--- src/rtl/gbn_pkg.sv ---
package gbn_pkg;
  parameter int unsigned GBN_SEQ_W  = 8;
  parameter int unsigned GBN_WIN    = 16;
  parameter int unsigned GBN_DATA_W = 32;
  parameter int unsigned GBN_TMO_W  = 16;
  parameter int unsigned GBN_RTY_W  = 4;
endpackage

--- src/rtl/gbn_replay_buf.sv ---
module gbn_replay_buf #(
  parameter int unsigned DEPTH  = 16,
  parameter int unsigned DATA_W = 32,
  localparam int unsigned IDX_W = $clog2(DEPTH)
) (
  input  logic              clk_i,
  input  logic              we_i,
  input  logic [IDX_W-1:0]  widx_i,
  input  logic [DATA_W-1:0] wdata_i,
  input  logic [IDX_W-1:0]  ridx_i,
  output logic [DATA_W-1:0] rdata_o
);
  logic [DATA_W-1:0] mem_q [DEPTH];

  // slots are rewritten only after release, so no reset is needed
  always_ff @(posedge clk_i) begin
    if (we_i) mem_q[widx_i] <= wdata_i;
  end

  assign rdata_o = mem_q[ridx_i];
endmodule

--- src/rtl/gbn_tx_ctrl.sv ---
module gbn_tx_ctrl #(
  parameter int unsigned SEQ_W = 8,
  parameter int unsigned WIN   = 16,
  parameter int unsigned TMO_W = 16,
  parameter int unsigned RTY_W = 4
) (
  input  logic             clk_i,
  input  logic             rst_ni,
  input  logic [TMO_W-1:0] timeout_i,
  input  logic [RTY_W-1:0] retry_limit_i,
  input  logic             tx_valid_i,
  output logic             tx_ready_o,
  output logic             accept_o,
  output logic [SEQ_W-1:0] wr_seq_o,
  output logic             mac_valid_o,
  input  logic             mac_ready_i,
  output logic [SEQ_W-1:0] send_seq_o,
  input  logic             ack_valid_i,
  input  logic [SEQ_W-1:0] ack_seq_i,
  input  logic             nak_valid_i,
  output logic             link_fail_o,
  output logic [SEQ_W-1:0] base_o,
  output logic [SEQ_W-1:0] outst_o
);
  localparam logic [SEQ_W-1:0] WinCnt = SEQ_W'(WIN);

  logic [SEQ_W-1:0] base_q, next_q, send_q;
  logic [TMO_W-1:0] tmr_q;
  logic [RTY_W-1:0] cnt_q;
  logic             fail_q;

  logic [SEQ_W-1:0] outst, ack_d, new_base, outst_new, send_adv, send_n;
  logic             fire, ack_ok, expire, trig;
  logic [RTY_W-1:0] cnt_base;

  assign outst       = next_q - base_q;
  assign tx_ready_o  = (outst != WinCnt) && !fail_q;
  assign accept_o    = tx_valid_i && tx_ready_o;
  assign wr_seq_o    = next_q;
  assign mac_valid_o = (send_q != next_q) && !fail_q;
  assign fire        = mac_valid_o && mac_ready_i;
  assign send_seq_o  = send_q;
  assign link_fail_o = fail_q;
  assign base_o      = base_q;
  assign outst_o     = outst;

  assign ack_d     = ack_seq_i - base_q;
  assign ack_ok    = ack_valid_i && (ack_d < outst) && !fail_q;
  assign new_base  = ack_ok ? ack_seq_i + 1'b1 : base_q;
  assign outst_new = next_q - new_base;
  assign expire    = (outst != '0) && (tmr_q >= timeout_i);
  // an acknowledgement restarts the timer, so it masks a same-cycle expiry
  assign trig      = !fail_q && (outst_new != '0) &&
                     (nak_valid_i || (expire && !ack_ok));
  assign cnt_base  = ack_ok ? '0 : cnt_q;

  always_comb begin
    send_adv = fire ? send_q + 1'b1 : send_q;
    send_n   = send_adv;
    if (ack_ok && ((send_adv - base_q) <= ack_d)) send_n = new_base;
    if (trig) send_n = new_base;
  end

  always_ff @(posedge clk_i or negedge rst_ni) begin
    if (!rst_ni) begin
      base_q <= '0;
      next_q <= '0;
      send_q <= '0;
      tmr_q  <= '0;
      cnt_q  <= '0;
      fail_q <= 1'b0;
    end else if (!fail_q) begin
      base_q <= new_base;
      send_q <= send_n;
      if (accept_o) next_q <= next_q + 1'b1;
      if (ack_ok || trig || (outst_new == '0)) tmr_q <= '0;
      else if (tmr_q != '1) tmr_q <= tmr_q + 1'b1;
      if (trig && (cnt_base == retry_limit_i)) fail_q <= 1'b1;
      else if (trig) cnt_q <= cnt_base + 1'b1;
      else cnt_q <= cnt_base;
    end
  end
endmodule

--- src/rtl/gbn_rx_check.sv ---
module gbn_rx_check #(
  parameter int unsigned SEQ_W  = 8,
  parameter int unsigned DATA_W = 32
) (
  input  logic              clk_i,
  input  logic              rst_ni,
  input  logic              rx_valid_i,
  input  logic [SEQ_W-1:0]  rx_seq_i,
  input  logic [DATA_W-1:0] rx_data_i,
  input  logic              rx_crc_ok_i,
  output logic              deliver_valid_o,
  output logic [DATA_W-1:0] deliver_data_o,
  output logic              rx_ack_o,
  output logic [SEQ_W-1:0]  rx_ack_seq_o,
  output logic              rx_nak_o,
  output logic [SEQ_W-1:0]  expect_o
);
  logic [SEQ_W-1:0] exp_q;
  logic             good;

  assign good     = rx_valid_i && rx_crc_ok_i && (rx_seq_i == exp_q);
  assign expect_o = exp_q;

  always_ff @(posedge clk_i or negedge rst_ni) begin
    if (!rst_ni) begin
      exp_q           <= '0;
      deliver_valid_o <= 1'b0;
      deliver_data_o  <= '0;
      rx_ack_o        <= 1'b0;
      rx_ack_seq_o    <= '0;
      rx_nak_o        <= 1'b0;
    end else begin
      deliver_valid_o <= good;
      rx_ack_o        <= good;
      rx_nak_o        <= rx_valid_i && !good;
      if (good) begin
        exp_q          <= exp_q + 1'b1;
        deliver_data_o <= rx_data_i;
        rx_ack_seq_o   <= rx_seq_i;
      end
    end
  end
endmodule

--- src/rtl/gbn_retry_engine.sv ---
module gbn_retry_engine
  import gbn_pkg::*;
#(
  parameter int unsigned SEQ_W  = GBN_SEQ_W,
  parameter int unsigned WIN    = GBN_WIN,
  parameter int unsigned DATA_W = GBN_DATA_W,
  parameter int unsigned TMO_W  = GBN_TMO_W,
  parameter int unsigned RTY_W  = GBN_RTY_W
) (
  input  logic              clk_i,
  input  logic              rst_ni,
  input  logic [TMO_W-1:0]  timeout_i,
  input  logic [RTY_W-1:0]  retry_limit_i,
  input  logic              tx_valid_i,
  input  logic [DATA_W-1:0] tx_data_i,
  output logic              tx_ready_o,
  output logic              mac_valid_o,
  input  logic              mac_ready_i,
  output logic [SEQ_W-1:0]  mac_seq_o,
  output logic [DATA_W-1:0] mac_data_o,
  input  logic              ack_valid_i,
  input  logic [SEQ_W-1:0]  ack_seq_i,
  input  logic              nak_valid_i,
  output logic              link_fail_o,
  input  logic              rx_valid_i,
  input  logic [SEQ_W-1:0]  rx_seq_i,
  input  logic [DATA_W-1:0] rx_data_i,
  input  logic              rx_crc_ok_i,
  output logic              deliver_valid_o,
  output logic [DATA_W-1:0] deliver_data_o,
  output logic              rx_ack_o,
  output logic [SEQ_W-1:0]  rx_ack_seq_o,
  output logic              rx_nak_o
);
  localparam int unsigned IDX_W = $clog2(WIN);

  logic             accept;
  logic [SEQ_W-1:0] wr_seq, base_seq, outst, rx_expect;

  gbn_tx_ctrl #(.SEQ_W(SEQ_W), .WIN(WIN), .TMO_W(TMO_W), .RTY_W(RTY_W)) u_tx (
    .clk_i, .rst_ni, .timeout_i, .retry_limit_i,
    .tx_valid_i, .tx_ready_o,
    .accept_o    (accept),
    .wr_seq_o    (wr_seq),
    .mac_valid_o, .mac_ready_i,
    .send_seq_o  (mac_seq_o),
    .ack_valid_i, .ack_seq_i, .nak_valid_i, .link_fail_o,
    .base_o      (base_seq),
    .outst_o     (outst)
  );

  gbn_replay_buf #(.DEPTH(WIN), .DATA_W(DATA_W)) u_buf (
    .clk_i,
    .we_i    (accept),
    .widx_i  (wr_seq[IDX_W-1:0]),
    .wdata_i (tx_data_i),
    .ridx_i  (mac_seq_o[IDX_W-1:0]),
    .rdata_o (mac_data_o)
  );

  gbn_rx_check #(.SEQ_W(SEQ_W), .DATA_W(DATA_W)) u_rx (
    .clk_i, .rst_ni, .rx_valid_i, .rx_seq_i, .rx_data_i, .rx_crc_ok_i,
    .deliver_valid_o, .deliver_data_o, .rx_ack_o, .rx_ack_seq_o, .rx_nak_o,
    .expect_o (rx_expect)
  );
endmodule

--- config.mk ---
export PLATFORM = sky130hd
export DESIGN_NAME = gbn_retry_engine
export DESIGN_NICKNAME = d
export VERILOG_FILES = /design/src/rtl/gbn_pkg.sv /design/src/rtl/gbn_replay_buf.sv /design/src/rtl/gbn_tx_ctrl.sv /design/src/rtl/gbn_rx_check.sv /design/src/rtl/gbn_retry_engine.sv
export SDC_FILE = /design/constraint.sdc
export NUM_CORES = 1
export LEC_CHECK = 0
export BUFFER_PORTS_ARGS = -buffer_cell sky130_fd_sc_hd__buf_4
export CORE_AREA = 4 4 302 304
export DETAILED_ROUTE_END_ITERATION = 8
export DIE_AREA = 0 0 306 308
export GPL_TIMING_DRIVEN = 0
export PLACE_DENSITY_LB_ADDON = 0.25
export SYNTH_ARGS = -nofsm -noshare
export SYNTH_HDL_FRONTEND = slang
export SYNTH_SLANG_ARGS = --single-unit
--- constraint.sdc ---
create_clock -name clk_i -period 8.9 [get_ports clk_i]
set_input_delay 0.89 -clock clk_i [delete_from_list [all_inputs] [get_ports clk_i]]
set_output_delay 0.89 -clock clk_i [all_outputs]
set_load 0.005 [all_outputs]
# After elaboration in Yosys (flattened, before gate mapping)
# Memory sizes are Yosys's and may differ from the RTL's.
# Cells that the tools add are included.
# word_totals
n_memories	1
word_cells	72
reg_bits	95
out_inout_bits	86
mem_bits_rw	512
# mem_list
name	depth	width	read_ports	rd_clocked_by_memory_dff	write_ports	line	source
u_buf.mem_q	16	32	1	0	1	gbn_replay_buf.sv:13	logic [DATA_W-1:0] mem_q [DEPTH];
# classes
muxes	12
bitwise	2
n_lt_le_gt_ge	3
n_eq_ne	5
add_sub_neg	10
reduce_logical	28
# ops
operator	count
$add 8x1->8 const B	4
$mux 16	2
$mux 8	4
$sub 8x8->8	4
$add 16x1->16 const B	1
$ge 16x16->1	1
$ne 16x16->1 const B	1
$reduce_bool 8->1	2
$logic_and 1x1->1	15
$eq 8x8->1	1
$le 8x8->1	1
$logic_not 8->1	1
$lt 8x8->1	1
$mux 4	2
$ne 8x5->1 const B	1
$ne 8x8->1	1
$reduce_and 2->1	3
$add 4x1->4 const B	1
$eq 4x4->1	1
$mux 1	4
$logic_not 1->1	3
$logic_or 1x1->1	3
$not 1->1	2
$reduce_bool 2->1	1

# Logic depth before layout (Yosys ltp)
# depth
ltp_word	13
ltp_mapped	30
depth_no_buf	27

# Hierarchy
# Synthesis repeated with hierarchy kept, for this count alone.
# unflattened
cells_unflattened	1590
hier_area_um2	25974.9
# by_module_without_submodules
mod	instances	area_each_um2	cells_each
gbn_replay_buf	1	19213.4	806
gbn_tx_ctrl	1	4703.3	567
gbn_rx_check	1	2058.2	217

# Worst setup path before layout
# No wires, ideal clock.
# synth_path
kind	input to register
start	input port ack_seq_i[1]
end	register u_tx.send_q[6] (netlist: u_tx.send_seq_o[6])
setup_ns	0.125
path_slack_ns	2.360
arrival_ns	6.415
path_buffers	2
stages	25
path_cell_list	ha_1 nor2b_1 o31a_1 o311a_4 o21ai_0 nand2b_1 xor2_1 inv_1 ha_1 a21oi_1 o211ai_1 nand3_4 buf_2 buf_1 mux2i_1 ha_1 and2_1 o211ai_1 nand3_1 a211oi_1 nor4b_1 mux2i_2 and2_1 a21oi_1 mux2_2
# synth_between
elab_chain_cells	10
word_cells_on_any_way	17
# synth_lines
element	line	source
start: declaration	gbn_retry_engine.sv:22	input logic [SEQ_W-1:0] ack_seq_i,
$sub 8x8->8	gbn_tx_ctrl.sv:47	assign ack_d = ack_seq_i - base_q;
$lt 8x8->1	gbn_tx_ctrl.sv:48	assign ack_ok = ack_valid_i && (ack_d < outst) && !fail_q;
$logic_and 1x1->1 (2 in series)	gbn_tx_ctrl.sv:48	
$mux 8	gbn_tx_ctrl.sv:49	assign new_base = ack_ok ? ack_seq_i + 1'b1 : base_q;
$sub 8x8->8	gbn_tx_ctrl.sv:50	assign outst_new = next_q - new_base;
$reduce_bool 8->1	gbn_tx_ctrl.sv:53	assign trig = !fail_q && (outst_new != '0) &&
$logic_and 1x1->1 (2 in series)	gbn_tx_ctrl.sv:53	
$mux 8 *	gbn_tx_ctrl.sv:61	if (trig) send_n = new_base;
end signal: assignment	gbn_tx_ctrl.sv:74	send_q <= send_n;
end: declaration	gbn_tx_ctrl.sv:27	logic [SEQ_W-1:0] base_q, next_q, send_q;
# Every way passes the cells marked *; elsewhere a longest branch is shown, timed or not.
# A chain may end at the register's enable or synchronous reset.

# Worst setup path after layout
# layout_path
start	register u_tx.next_q[0] (netlist: u_tx.wr_seq_o[0])
end	register u_tx.send_q[6] (netlist: u_tx.send_seq_o[6])
# layout_between
elab_chain_cells	10
word_cells_on_any_way	23
# layout_lines
element	line	source
start: declaration	gbn_tx_ctrl.sv:27	
start signal: assignment	gbn_tx_ctrl.sv:75	if (accept_o) next_q <= next_q + 1'b1;
$sub 8x8->8	gbn_tx_ctrl.sv:36	assign outst = next_q - base_q;
$lt 8x8->1	gbn_tx_ctrl.sv:48	
$logic_and 1x1->1 (2 in series)	gbn_tx_ctrl.sv:48	
$mux 8	gbn_tx_ctrl.sv:49	
$sub 8x8->8	gbn_tx_ctrl.sv:50	
$reduce_bool 8->1	gbn_tx_ctrl.sv:53	
$logic_and 1x1->1 (2 in series)	gbn_tx_ctrl.sv:53	
$mux 8 *	gbn_tx_ctrl.sv:61	
# Marks and branches as above.

==> Implementation_results.wiki <==
{| class="wikitable"
! Metric !! Value
|-
| Dominant cell type by area after synthesis || edfxtp_1
|-
| Area share of the leading cell type in the synthesized netlist || 0.584
|-
| Number of cells traversed by the worst register-to-register path || 27
|-
| Max capacitance violation total || 0
|-
| Count of yosys warnings during synthesis || 0
|-
| Tmin final || 7.73 ns
|-
| Leading cell type by number of instances after synthesis || edfxtp_1
|-
| Detailed-route wire length || 71400 um
|-
| Category of the worst setup path launch point || flop
|-
| Post-synth cell types || 64
|-
| Residual DRC || 0
|-
| Number of vias per cell || 4.87
|-
| Detail-routed net length per standard cell || 22.0 um
|-
| Share of the synthesized area in compound gates (AO/OA/AOI/OAI) || 0.0681
|-
| Endpoints failing hold || 0
|-
| Sequential cell area fraction in the yosys report || 0.674
|-
| Number of synthesized register bits || approximately 600
|-
| Number of hold buffers added after CTS || 0
|-
| Final-stage net count || between 2000 and 2500
|-
| Kind of end point of the critical path || flop
|-
| Vias in the first global route || 16500
|-
| CTS clk-pin slew, worst paths || 0.06 ns
|-
| Class of the worst hold path || input port to asynchronous set/reset pin
|-
| Resized cells post-CTS || 0
|-
| Maximum number of pins on one net before global-route repair || 96
|-
| Leakage power total || 11.7 nW
|-
| Outcome || finished clean
|-
| GRT Overall Usage || 0.149
|-
| Dominant register cell in the synthesized netlist || edfxtp_1
|-
| CTS Buf Count || 66
|-
| Adder and majority cell fraction of the synthesized area || 0.0341
|-
| Slew headroom || 0.143
|-
| Overall power after layout || between 6 and 7 mW
|-
| Dominant combinational cell family by area after synthesis || multiplexers
|-
| DRC violation total after the first TritonRoute iteration || 1240
|-
| Simple logic cell fraction of the synthesized area || 0.0687
|-
| Number of routed nets with antenna violations || 0
|-
| Detailed-router iteration count before antenna repair || 6
|-
| Number of antenna violations at the first check in global routing || 3
|-
| Y dimension of the die || 308 um
|-
| Setup TNS Final || 0 ns
|-
| Share of cell area taken by muxes after synthesis || 0.114
|-
| Final period utilization || 0.868
|-
| Number of core rows || 109
|-
| Buffer levels on the longest clock path || 3
|-
| Worst ir drop on vdd || 0.000132 V
|-
| RSZ-0062 raised after global routing || no
|-
| Share of final-layout standard cells stronger than drive strength 1 || 0.209
|-
| Signed area change from the synthesized netlist to the final layout || 20.8%
|-
| Setup violators final || 0
|-
| Initial core utilization || 0.298
|-
| Synth cell count leaders || 512 x edfxtp_1, 206 x nand2_1, 124 x mux2i_1
|-
| Critical path class || flop to flop
|-
| PD cells || 210 mW/mm^2
|-
| Data arrival time of the critical path || 8.22 ns
|-
| Avg Inst Size Synth || 15.0 um^2
|-
| Skew-Pair Late Insertion Delay || roughly 0.6 ns
|-
| Largest cells by area after synthesis || edfxtp_1 58%, dfrtp_1 9.0%, mux4_2 5.5%, mux2i_1 4.7%, ha_1 3.2%
|-
| Total number of clock tree sinks || just over 600
|-
| Final clock skew || 0.0402 ns
|-
| Post-synth ARST share || 0.157
|-
| Pin slew with the least headroom to its limit || between 1 and 1.5 ns
|-
| Number of instances in the synthesized netlist || 1753
|-
| Count of vias placed by the detailed router || 15800
|-
| Last weighted congestion value of the routability-driven placer || 0.788
|-
| Remaining Overflow, GRT || 0
|-
| Die X || 306 um
|-
| Clock root buffer || clkbuf_16
|-
| Net count after synthesis || roughly 1900
|-
| Worst endpoint required time || 9.39 ns
|-
| CTS tree || yes
|-
| Boundary Pins || 194
|-
| Placeable Area || 0.0882 mm^2
|-
| Netlist area before placement || 0.0263 mm^2
|-
| DIE AREA || ~0.094 mm^2
|-
| Number of H-tree levels || 3
|-
| EDFF count, synth || 512
|-
| HPWL after detailed placement || 48900 um
|-
| Max Clock Freq || 129 MHz
|-
| Critical path peak fanout || 10
|-
| Post-Synth XOR/XNOR Area || 0.0219
|-
| Wire length of the first global-routing pass || approximately 110000 um
|-
| IO Port Bufs || 193
|-
| Setup Buffers After CTS || 0
|-
| Max Slew Vio Count || 0
|}
-- where the power goes --
group / switching (mW) / internal [mW] / total [mW] / leakage [nW]
sequential: 0.0148 / 3.10 / 3.11 / 5.85
combinational: 0.463 / 0.337 / 0.799 / 4.79
clock: 1.13 / 1.64 / 2.77 / 1.08
total: 1.61 / 5.08 / 6.68 / 11.7
-- worst max-delay path: stages (launching register included) --
cell and delay (ns):
dfrtp_1 0.48, inv_1 0.22, ha_1 0.21, inv_1 0.07
fa_1 0.43, a21o_1 0.20, a21oi_1 0.16, xnor2_1 0.18
inv_1 0.12, ha_1 0.32, a21o_1 0.18, a31oi_1 0.34
o211ai_1 0.26, nand3_4 0.19, buf_2 0.26, buf_1 0.51
nor2_1 0.08, a21oi_1 0.33, ha_1 0.31, nor2b_1 0.15
o211ai_1 0.30, nand3_1 0.12, a211oi_1 0.54, nor4b_1 0.38
mux2i_2 0.15, and2_1 0.18, a21oi_1 0.51, mux2_2 0.41
-- registers in the layout, indices dropped and copies added (netlist names) --
signal,flops
u_rx.deliver_valid_o,1
u_rx.expect_o,8
u_tx.wr_seq_o,8
u_rx.rx_nak_o,1
u_buf.mem_q,512
u_tx.tmr_q,16
u_tx.base_o,8
u_tx.link_fail_o,1
u_tx.send_seq_o,8
u_rx.rx_ack_seq_o,8
u_rx.deliver_data_o,32
u_tx.cnt_q,4
-- final cells by class --
| cell class | count | area, um^2 |
|---|---|---|
| clock inverter | 40 | 465 |
| buffer | 73 | 279 |
| clock buffer | 77 | 1730 |
| multi-input combinational | 1012 | 8100 |
| fill | 8412 | 56400 |
| sequential | 607 | 17800 |
| timing repair buffer | 210 | 1800 |
| antenna | 2 | 5.00 |
| tap | 1165 | 1460 |
| inverter | 61 | 229 |
-- placed cells by master (no fill, tap or decap), types with 8 or more instances in the layout --
cell type	synthesis	routed
o21ai_0	78	78
clkinv_1	0	11
nor2b_1	10	10
mux2_2	27	27
a31oi_1	9	9
a21oi_1	54	54
nand3_1	25	25
buf_12	0	16
dfrtp_1	95	95
nor3_1	10	10
clkbuf_1	50	58
xor2_1	34	34
nand2_1	206	206
inv_1	61	61
nand4_1	11	11
and2_1	24	8
or2_2	8	8
nor2_1	52	52
bufinv_16	0	8
xnor2_1	32	32
and2_2	0	16
buf_4	1	193
o21a_1	8	8
and3_1	9	9
mux4_2	64	64
a22o_1	9	9
ha_1	67	67
mux2i_1	124	124
buf_1	21	21
a21o_1	14	14
clkinv_2	0	13
edfxtp_1	512	512
a221oi_1	34	34
clkbuf_16	0	67
a22oi_1	32	32
-- final timing paths --
path	startpoint	end	slack, ns
worst max-delay path	u_tx.wr_seq_o[0]	u_tx.send_seq_o[6]	1.17
worst min-delay path	rst_ni	u_tx.tmr_q[15]	0.07
worst max register to register	u_tx.wr_seq_o[0]	u_tx.send_seq_o[6]	1.17
worst min register to register	u_rx.deliver_data_o[30]	u_rx.deliver_data_o[30]	0.47
max in group asynchronous	rst_ni	u_rx.deliver_data_o[16]	8.12
min in group clk_i	u_rx.deliver_data_o[30]	u_rx.deliver_data_o[30]	0.47
-- metal layers --
layer	vias up	wire length, um	global-route usage
met1	8024	31100	0.193
met2	424	35000	0.256
met4	2	1500	0.0362
met3	96	3770	0.0288
met5	-	14	0
li1	7268	-	-
-- cell families (layout without fill, tap and decap cells) --
| family | Yosys count | after routing |
|---|---|---|
| DFF | 607 | 607 |
| and+or+nand+nor | 390 | 390 |
| AOI/OAI and AO/OA | 270 | 270 |
| muxes | 216 | 216 |
| buffers and inverters | 134 | 461 |
| adders and majority gates | 70 | 70 |
| xor gates and xnor gates | 66 | 66 |
| other | 0 | 2 |
-- per-stage QoR --
step                      cell area [um^2]  setup WS [ns]  utilization  hold slack (ns)  std cells
final                                31800           1.17        0.361           0.0707       3247
after global routing                 31800          0.599        0.361           0.0330       3245
after CTS                            31800           1.28        0.360            0.437       3244
after detailed placement             29600          0.931        0.335            0.459       3127
after global placement               29200           1.05        0.331            0.452       3111
after floorplan                      26300           2.36            -            0.463       1753
Note: power is estimated with default switching activity, not from simulation.
